`config.mk`:
```
export PLATFORM = sky130hd
export DESIGN_NAME = scan_tap_ctrl
export DESIGN_NICKNAME = d
export VERILOG_FILES = /design/src/rtl/scan_tap_pkg.sv /design/src/rtl/tap_fsm.sv /design/src/rtl/tap_ir.sv /design/src/rtl/tap_dr.sv /design/src/rtl/scan_tap_ctrl.sv
export SDC_FILE = /design/constraint.sdc
export NUM_CORES = 1
export LEC_CHECK = 0
export CORE_ASPECT_RATIO = 0.5
export CORE_MARGIN = 1.5
export CORE_UTILIZATION = 61
export DETAILED_ROUTE_END_ITERATION = 7
export PLACE_DENSITY = 0.83
export SYNTH_ARGS = -nofsm -noshare
export SYNTH_HDL_FRONTEND = slang
export SYNTH_HIERARCHICAL = 1
export SYNTH_SLANG_ARGS = --single-unit
```
`constraint.sdc`:
```
create_clock -name tck -period 4.2 [get_ports tck]
set_clock_uncertainty 0.05 [all_clocks]
set_input_delay 0.84 -clock tck [delete_from_list [all_inputs] [get_ports tck]]
set_output_delay 0.84 -clock tck [all_outputs]
set_load 0.05 [all_outputs]
```
`src/rtl/scan_tap_pkg.sv`:
```
// scan_tap_pkg: shared state encoding, instruction codes and data-register
// selection for the reduced-instruction test port.
package scan_tap_pkg;

    localparam int IR_W = 3;

    typedef enum logic [3:0] {
        ST_RESET, ST_IDLE,
        ST_SEL_DR, ST_CAP_DR, ST_SH_DR, ST_EX1_DR, ST_PAU_DR, ST_EX2_DR, ST_UPD_DR,
        ST_SEL_IR, ST_CAP_IR, ST_SH_IR, ST_EX1_IR, ST_PAU_IR, ST_EX2_IR, ST_UPD_IR
    } tap_state_t;

    localparam logic [IR_W-1:0] OP_EXTEST  = 3'b000;
    localparam logic [IR_W-1:0] OP_IDCODE  = 3'b001;
    localparam logic [IR_W-1:0] OP_SAMPLEZ = 3'b010;
    localparam logic [IR_W-1:0] OP_SAMPLE  = 3'b100;
    localparam logic [IR_W-1:0] OP_BYPASS  = 3'b111;
    localparam logic [IR_W-1:0] IR_CAPTURE = 3'b001;

    typedef enum logic [1:0] {SEL_BND, SEL_ID, SEL_BYP} dr_sel_t;

    // Map an instruction code to the data register it places in the chain.
    function automatic dr_sel_t dr_select(input logic [IR_W-1:0] op);
        case (op)
            OP_EXTEST, OP_SAMPLEZ, OP_SAMPLE: return SEL_BND;
            OP_IDCODE:                        return SEL_ID;
            default:                          return SEL_BYP;
        endcase
    endfunction

endpackage

```
`src/rtl/tap_fsm.sv`:
```
// tap_fsm: sixteen-state test-port controller.
// Assumes tms is stable around the rising edge of tck; trst_n acts synchronously.
module tap_fsm
    import scan_tap_pkg::*;
(
    input  logic       tck,
    input  logic       trst_n,
    input  logic       tms,
    output tap_state_t state_q
);

    tap_state_t state_d;

    // Next state from current state and mode select.
    always_comb begin
        case (state_q)
            ST_RESET:  state_d = tms ? ST_RESET  : ST_IDLE;
            ST_IDLE:   state_d = tms ? ST_SEL_DR : ST_IDLE;
            ST_SEL_DR: state_d = tms ? ST_SEL_IR : ST_CAP_DR;
            ST_CAP_DR: state_d = tms ? ST_EX1_DR : ST_SH_DR;
            ST_SH_DR:  state_d = tms ? ST_EX1_DR : ST_SH_DR;
            ST_EX1_DR: state_d = tms ? ST_UPD_DR : ST_PAU_DR;
            ST_PAU_DR: state_d = tms ? ST_EX2_DR : ST_PAU_DR;
            ST_EX2_DR: state_d = tms ? ST_UPD_DR : ST_SH_DR;
            ST_UPD_DR: state_d = tms ? ST_SEL_DR : ST_IDLE;
            ST_SEL_IR: state_d = tms ? ST_RESET  : ST_CAP_IR;
            ST_CAP_IR: state_d = tms ? ST_EX1_IR : ST_SH_IR;
            ST_SH_IR:  state_d = tms ? ST_EX1_IR : ST_SH_IR;
            ST_EX1_IR: state_d = tms ? ST_UPD_IR : ST_PAU_IR;
            ST_PAU_IR: state_d = tms ? ST_EX2_IR : ST_PAU_IR;
            ST_EX2_IR: state_d = tms ? ST_UPD_IR : ST_SH_IR;
            ST_UPD_IR: state_d = tms ? ST_SEL_DR : ST_IDLE;
            default:   state_d = ST_RESET;
        endcase
    end

    // State register with synchronous test reset.
    always_ff @(posedge tck) begin
        if (!trst_n) state_q <= ST_RESET;
        else         state_q <= state_d;
    end

endmodule

```
`src/rtl/tap_ir.sv`:
```
// tap_ir: instruction shift stage and active-instruction latch.
// Assumes the controller state comes from tap_fsm in the same clock domain.
module tap_ir
    import scan_tap_pkg::*;
#(
    parameter int              W       = IR_W,
    parameter logic [W-1:0]    CAP_PAT = IR_CAPTURE,
    parameter logic [W-1:0]    RST_OP  = OP_IDCODE
) (
    input  logic         tck,
    input  logic         trst_n,
    input  tap_state_t   state_q,
    input  logic         tdi,
    output logic [W-1:0] op_q,
    output logic         ir_lsb
);

    logic [W-1:0] sh_q;

    // Shift stage: load the capture pattern, then shift toward bit 0.
    always_ff @(posedge tck) begin
        if (!trst_n)                  sh_q <= CAP_PAT;
        else if (state_q == ST_CAP_IR) sh_q <= CAP_PAT;
        else if (state_q == ST_SH_IR)  sh_q <= {tdi, sh_q[W-1:1]};
    end

    // Active instruction: IDCODE in reset, new code only when leaving Update-IR.
    always_ff @(posedge tck) begin
        if (!trst_n || state_q == ST_RESET) op_q <= RST_OP;
        else if (state_q == ST_UPD_IR)      op_q <= sh_q;
    end

    assign ir_lsb = sh_q[0];

endmodule

```
`src/rtl/tap_dr.sv`:
```
// tap_dr: identification, bypass and capture-only boundary registers.
// Assumes pins_i is stable around the Capture-DR edge; Update-DR is ignored.
module tap_dr
    import scan_tap_pkg::*;
#(
    parameter int          PIN_W    = 16,
    parameter logic [31:0] ID_VALUE = 32'h1A5C_3E27
) (
    input  logic             tck,
    input  logic             trst_n,
    input  tap_state_t       state_q,
    input  logic [IR_W-1:0]  op_q,
    input  logic             tdi,
    input  logic [PIN_W-1:0] pins_i,
    output logic             dr_lsb
);

    localparam int ID_W = 32;

    dr_sel_t          sel;
    logic             cap, shf;
    logic [ID_W-1:0]  id_q;
    logic             byp_q;
    logic [PIN_W-1:0] bnd_q;

    assign sel = dr_select(op_q);
    assign cap = (state_q == ST_CAP_DR);
    assign shf = (state_q == ST_SH_DR);

    // Identification register: reload the fixed value, then shift out.
    always_ff @(posedge tck) begin
        if (!trst_n)                      id_q <= ID_VALUE;
        else if (cap && sel == SEL_ID)    id_q <= ID_VALUE;
        else if (shf && sel == SEL_ID)    id_q <= {tdi, id_q[ID_W-1:1]};
    end

    // Bypass bit: captures zero, then passes tdi one clock late.
    always_ff @(posedge tck) begin
        if (!trst_n)                      byp_q <= 1'b0;
        else if (cap && sel == SEL_BYP)   byp_q <= 1'b0;
        else if (shf && sel == SEL_BYP)   byp_q <= tdi;
    end

    // Boundary cells: each snapshots its pin or takes its upper neighbour.
    for (genvar i = 0; i < PIN_W; i++) begin : g_cell
        logic nxt;
        if (i == PIN_W - 1) begin : g_top
            assign nxt = tdi;
        end else begin : g_mid
            assign nxt = bnd_q[i+1];
        end
        // One boundary cell; no update stage exists.
        always_ff @(posedge tck) begin
            if (!trst_n)                      bnd_q[i] <= 1'b0;
            else if (cap && sel == SEL_BND)   bnd_q[i] <= pins_i[i];
            else if (shf && sel == SEL_BND)   bnd_q[i] <= nxt;
        end
    end

    // Serial output of the selected register.
    always_comb begin
        case (sel)
            SEL_BND: dr_lsb = bnd_q[0];
            SEL_ID:  dr_lsb = id_q[0];
            default: dr_lsb = byp_q;
        endcase
    end

endmodule

```
`src/rtl/scan_tap_ctrl.sv`:
```
// scan_tap_ctrl: reduced-instruction test port top level.
// Assumes a single test clock; tdo is retimed to the falling edge.
module scan_tap_ctrl
    import scan_tap_pkg::*;
#(
    parameter int          PIN_W    = 16,
    parameter logic [31:0] ID_VALUE = 32'h1A5C_3E27
) (
    input  logic             tck,
    input  logic             trst_n,
    input  logic             tms,
    input  logic             tdi,
    input  logic [PIN_W-1:0] pins_i,
    output logic             tdo,
    output logic             tdo_en,
    output logic             out_hiz
);

    tap_state_t      state_q;
    logic [IR_W-1:0] op_q;
    logic            ir_lsb, dr_lsb;

    tap_fsm u_fsm (
        .tck(tck), .trst_n(trst_n), .tms(tms), .state_q(state_q)
    );

    tap_ir #(.W(IR_W), .CAP_PAT(IR_CAPTURE), .RST_OP(OP_IDCODE)) u_ir (
        .tck(tck), .trst_n(trst_n), .state_q(state_q), .tdi(tdi),
        .op_q(op_q), .ir_lsb(ir_lsb)
    );

    tap_dr #(.PIN_W(PIN_W), .ID_VALUE(ID_VALUE)) u_dr (
        .tck(tck), .trst_n(trst_n), .state_q(state_q), .op_q(op_q),
        .tdi(tdi), .pins_i(pins_i), .dr_lsb(dr_lsb)
    );

    // Output-disable request for the two instructions that float the outputs.
    assign out_hiz = (op_q == OP_EXTEST) || (op_q == OP_SAMPLEZ);

    // Falling-edge retiming of serial output and its enable.
    always_ff @(negedge tck) begin
        if (!trst_n) begin
            tdo    <= 1'b0;
            tdo_en <= 1'b0;
        end else begin
            tdo_en <= (state_q == ST_SH_IR) || (state_q == ST_SH_DR);
            tdo    <= (state_q == ST_SH_IR) ? ir_lsb :
                      (state_q == ST_SH_DR) ? dr_lsb : 1'b0;
        end
    end

endmodule

```
==> results.cfg <==
[synth]
synthArstFlopShare = 0
synth_top_family_by_area = compound AO/OA/AOI/OAI gates
syn_area_sq_um = 2710
synth_xor_area_frac = 0.00600
synth_edf_count = 0
synthSimpleGateAreaFrac = 0.150
synth_seq_cells = 61
yosys-top-cells-area = dfxtp_1, o221a_2, o22a_1
synth_cell_type_count = 54
synth-compound-area-share = 0.302
syn_area_per_cell_sq_um = 9.96
synthMuxAreaShare = 0.0111
synthAdderAreaFrac = 0.00369
synth_top_cell_by_area = dfxtp_1
ys_seq_area_frac = 0.451
netlist.area_leader.share = 0.451
syn_inst = 272
synthFlopType = dfxtp_1
yosys_warnings = 6
syn-num-nets = 292

[place]
gp_congestion = 0.774
port_buffers = 22
dp.final_hpwl_mm = 3.17
dp_slack_ns = 0.580

[floorplan]
initial_core_util = 0.664
num_rows = 16
die_w_microns = 97.3
core_area_sq_um = 4080
die_h_microns = 50.1
ios = 23
die-area_sq_um = 4880

[timing]
max_slew_margin = 0.360
rsz0062_at_grt = false
whs_ns = 0.421
worstMarginPinSlew_ns = 0.956
hold_viol_final = 0
drv_slew = 0
setup_viol = 0
setup_tns_ns = 0
setup_ws_ns = 0.349

[clock_tree]
clock-sinks = 61
clk_path_buf_depth = 2
ctsHoldBuffers = 0
htree_num_levels = 3
clockRootBuffer = clkbuf_8
cts_tree = built
numCtsBuffers = 9
cts_setup_buffers = 0
clock_latency_ns = 0.34
path_clk_slew_ns = 0.06
cts-resized-gates = 0

[critical_path]
r2r_slack_ns = 0.61
r2r_end = tdo
cp-end-kind = output port
r2r_start = u_fsm/state_q[2]
cp.required_ns = 3.31
r2r_cells = 3
cp_max_fo = 1
arrival_ns = 2.96
critPathBufInv = 1
cpMaxStageDelayCell = dfxtp_1
crit_chain = buf_12
cp-start-kind = flip-flop
crit_type = flip-flop to output port
crit_family = flip-flops
slowest_delay_ns = 0.35

[routing]
avgViaCountPerCell = 6.28
drt-initial-drc-count = 147
wirelength_mm = 5.44
avgRoutedWirePerCell_microns = 15.7
drt_pass1_iterations = 4
drc_errors = 0
via_count = 2172
drtAntennaViolNets = 0

[global_routing]
grt_use_total = 0.247
grt_pass1_wl_mm = 9.43
grt_antenna_before_repair = 0
grt_pass1_vias = 2001
grt_max_degree = 72
gr-total-overflow = 0

[hold_path]
min_path_type = flip-flop to flip-flop
hold_end = u_dr/byp_q
min-delay-start = u_dr/byp_q
hold_path_depth = 2

[finish]
diodes = 0
nNetsFinal = 307
area_growth_pct = 16.5
drive_gt1_frac = 0.185

[status]
status = completed

[power]
ir_drop_v = 0.000254
p_per_area_nw_per_um2 = 426
leakage_nw = 1.16

[job]
max_cap_violations = 0
[stage by stage]
step / power, mW / std cells / area [sq um] / utilization
floorplan: 0.670 / 272 / 2710 / -
global placement: 0.697 / 329 / 2900 / 0.710
detailed placement: 0.700 / 329 / 2900 / 0.710
CTS: 1.36 / 346 / 3160 / 0.773
global route: 1.39 / 346 / 3160 / 0.773
finish: 1.35 / 346 / 3160 / 0.773
[state kept, by name, summed over array words and instances (netlist names)]
signal,cells
tdo,1
tdo_en,1
u_dr/bnd_q,1
u_dr/byp_q,1
u_dr/g_cell.nxt,15
u_dr/id_q,32
u_fsm/state_q,4
u_ir/op_q,3
u_ir/sh_q,3
[final cells by class]
type,count,area (sq um)
sequential,61,1220
timing repair buffer,26,265
clock buffer,11,153
multi-input combinational,171,1280
fill,280,926
clock inverter,7,111
inverter,16,60.1
tap,54,67.6
[per-layer routing]
layer	global-route usage	part of all wire	up-vias
li1	-	-	1057
met1	0.318	0.48	1056
met2	0.380	0.45	48
met5	0	0	-
met3	0.106	0.058	11
met4	0.0762	0.015	0
[cell usage in the layout (no fill, tap or decap), types with 2 or more instances in the layout]
cell / count
dfxtp_1: 61
nand2_1: 29
clkdlybuf4s50_1: 19
o22a_1: 16
o221a_2: 16
o22ai_1: 16
inv_1: 15
nor2b_1: 12
a32oi_1: 10
clkbuf_8: 9
nor2_1: 7
a22oi_1: 6
buf_4: 4
a21oi_1: 4
o21ai_0: 4
nand3_1: 4
mux2i_1: 3
bufinv_16: 3
inv_2: 3
buf_12: 2
nand2b_1: 2
nand3b_1: 2
nor4b_1: 2
a2111oi_2: 2
nand4_1: 2
a211o_1: 2
o211ai_1: 2
o21ai_1: 2
and3b_1: 2
a21boi_1: 2
[synthesized netlist by cell type, types with 3 or more instances]
cell,instances
a21oi_1,4
a22oi_1,6
a32oi_1,10
buf_2,4
buf_4,4
buf_6,5
clkbuf_1,9
dfxtp_1,61
inv_1,14
inv_2,3
mux2i_1,3
nand2_1,29
nand3_1,4
nor2_1,7
nor2b_1,12
o21ai_0,4
o221a_2,16
o22a_1,16
o22ai_1,16
[report_power, final]
| group | total, mW | internal, mW | switching, mW |
|---|---|---|---|
| Clock | 0.662 | 0.433 | 0.229 |
| Combinational | 0.0952 | 0.0432 | 0.0520 |
| Sequential | 0.589 | 0.585 | 0.00465 |
[worst max-delay path by stage]
stage	startpoint	end	cells after the start
CTS	tdo	tdo	1
global placement	u_fsm/state_q[2]	tdo	3
floorplan	tdo	tdo	0
global route	tdo_en	tdo_en	1
detailed placement	u_fsm/state_q[2]	tdo	3
finish	tdo	tdo	1
[kinds of logic after synthesis]
logic type               count (synthesis)
adder cells (fa/ha/maj)                  1
buffers and inverters                   40
AO/OA/AOI/OAI                           94
multiplexers                             3
AND/OR/NAND/NOR                         72
flip-flops                              61
XOR/XNOR                                 1
(Power assumes the default switching activity.)
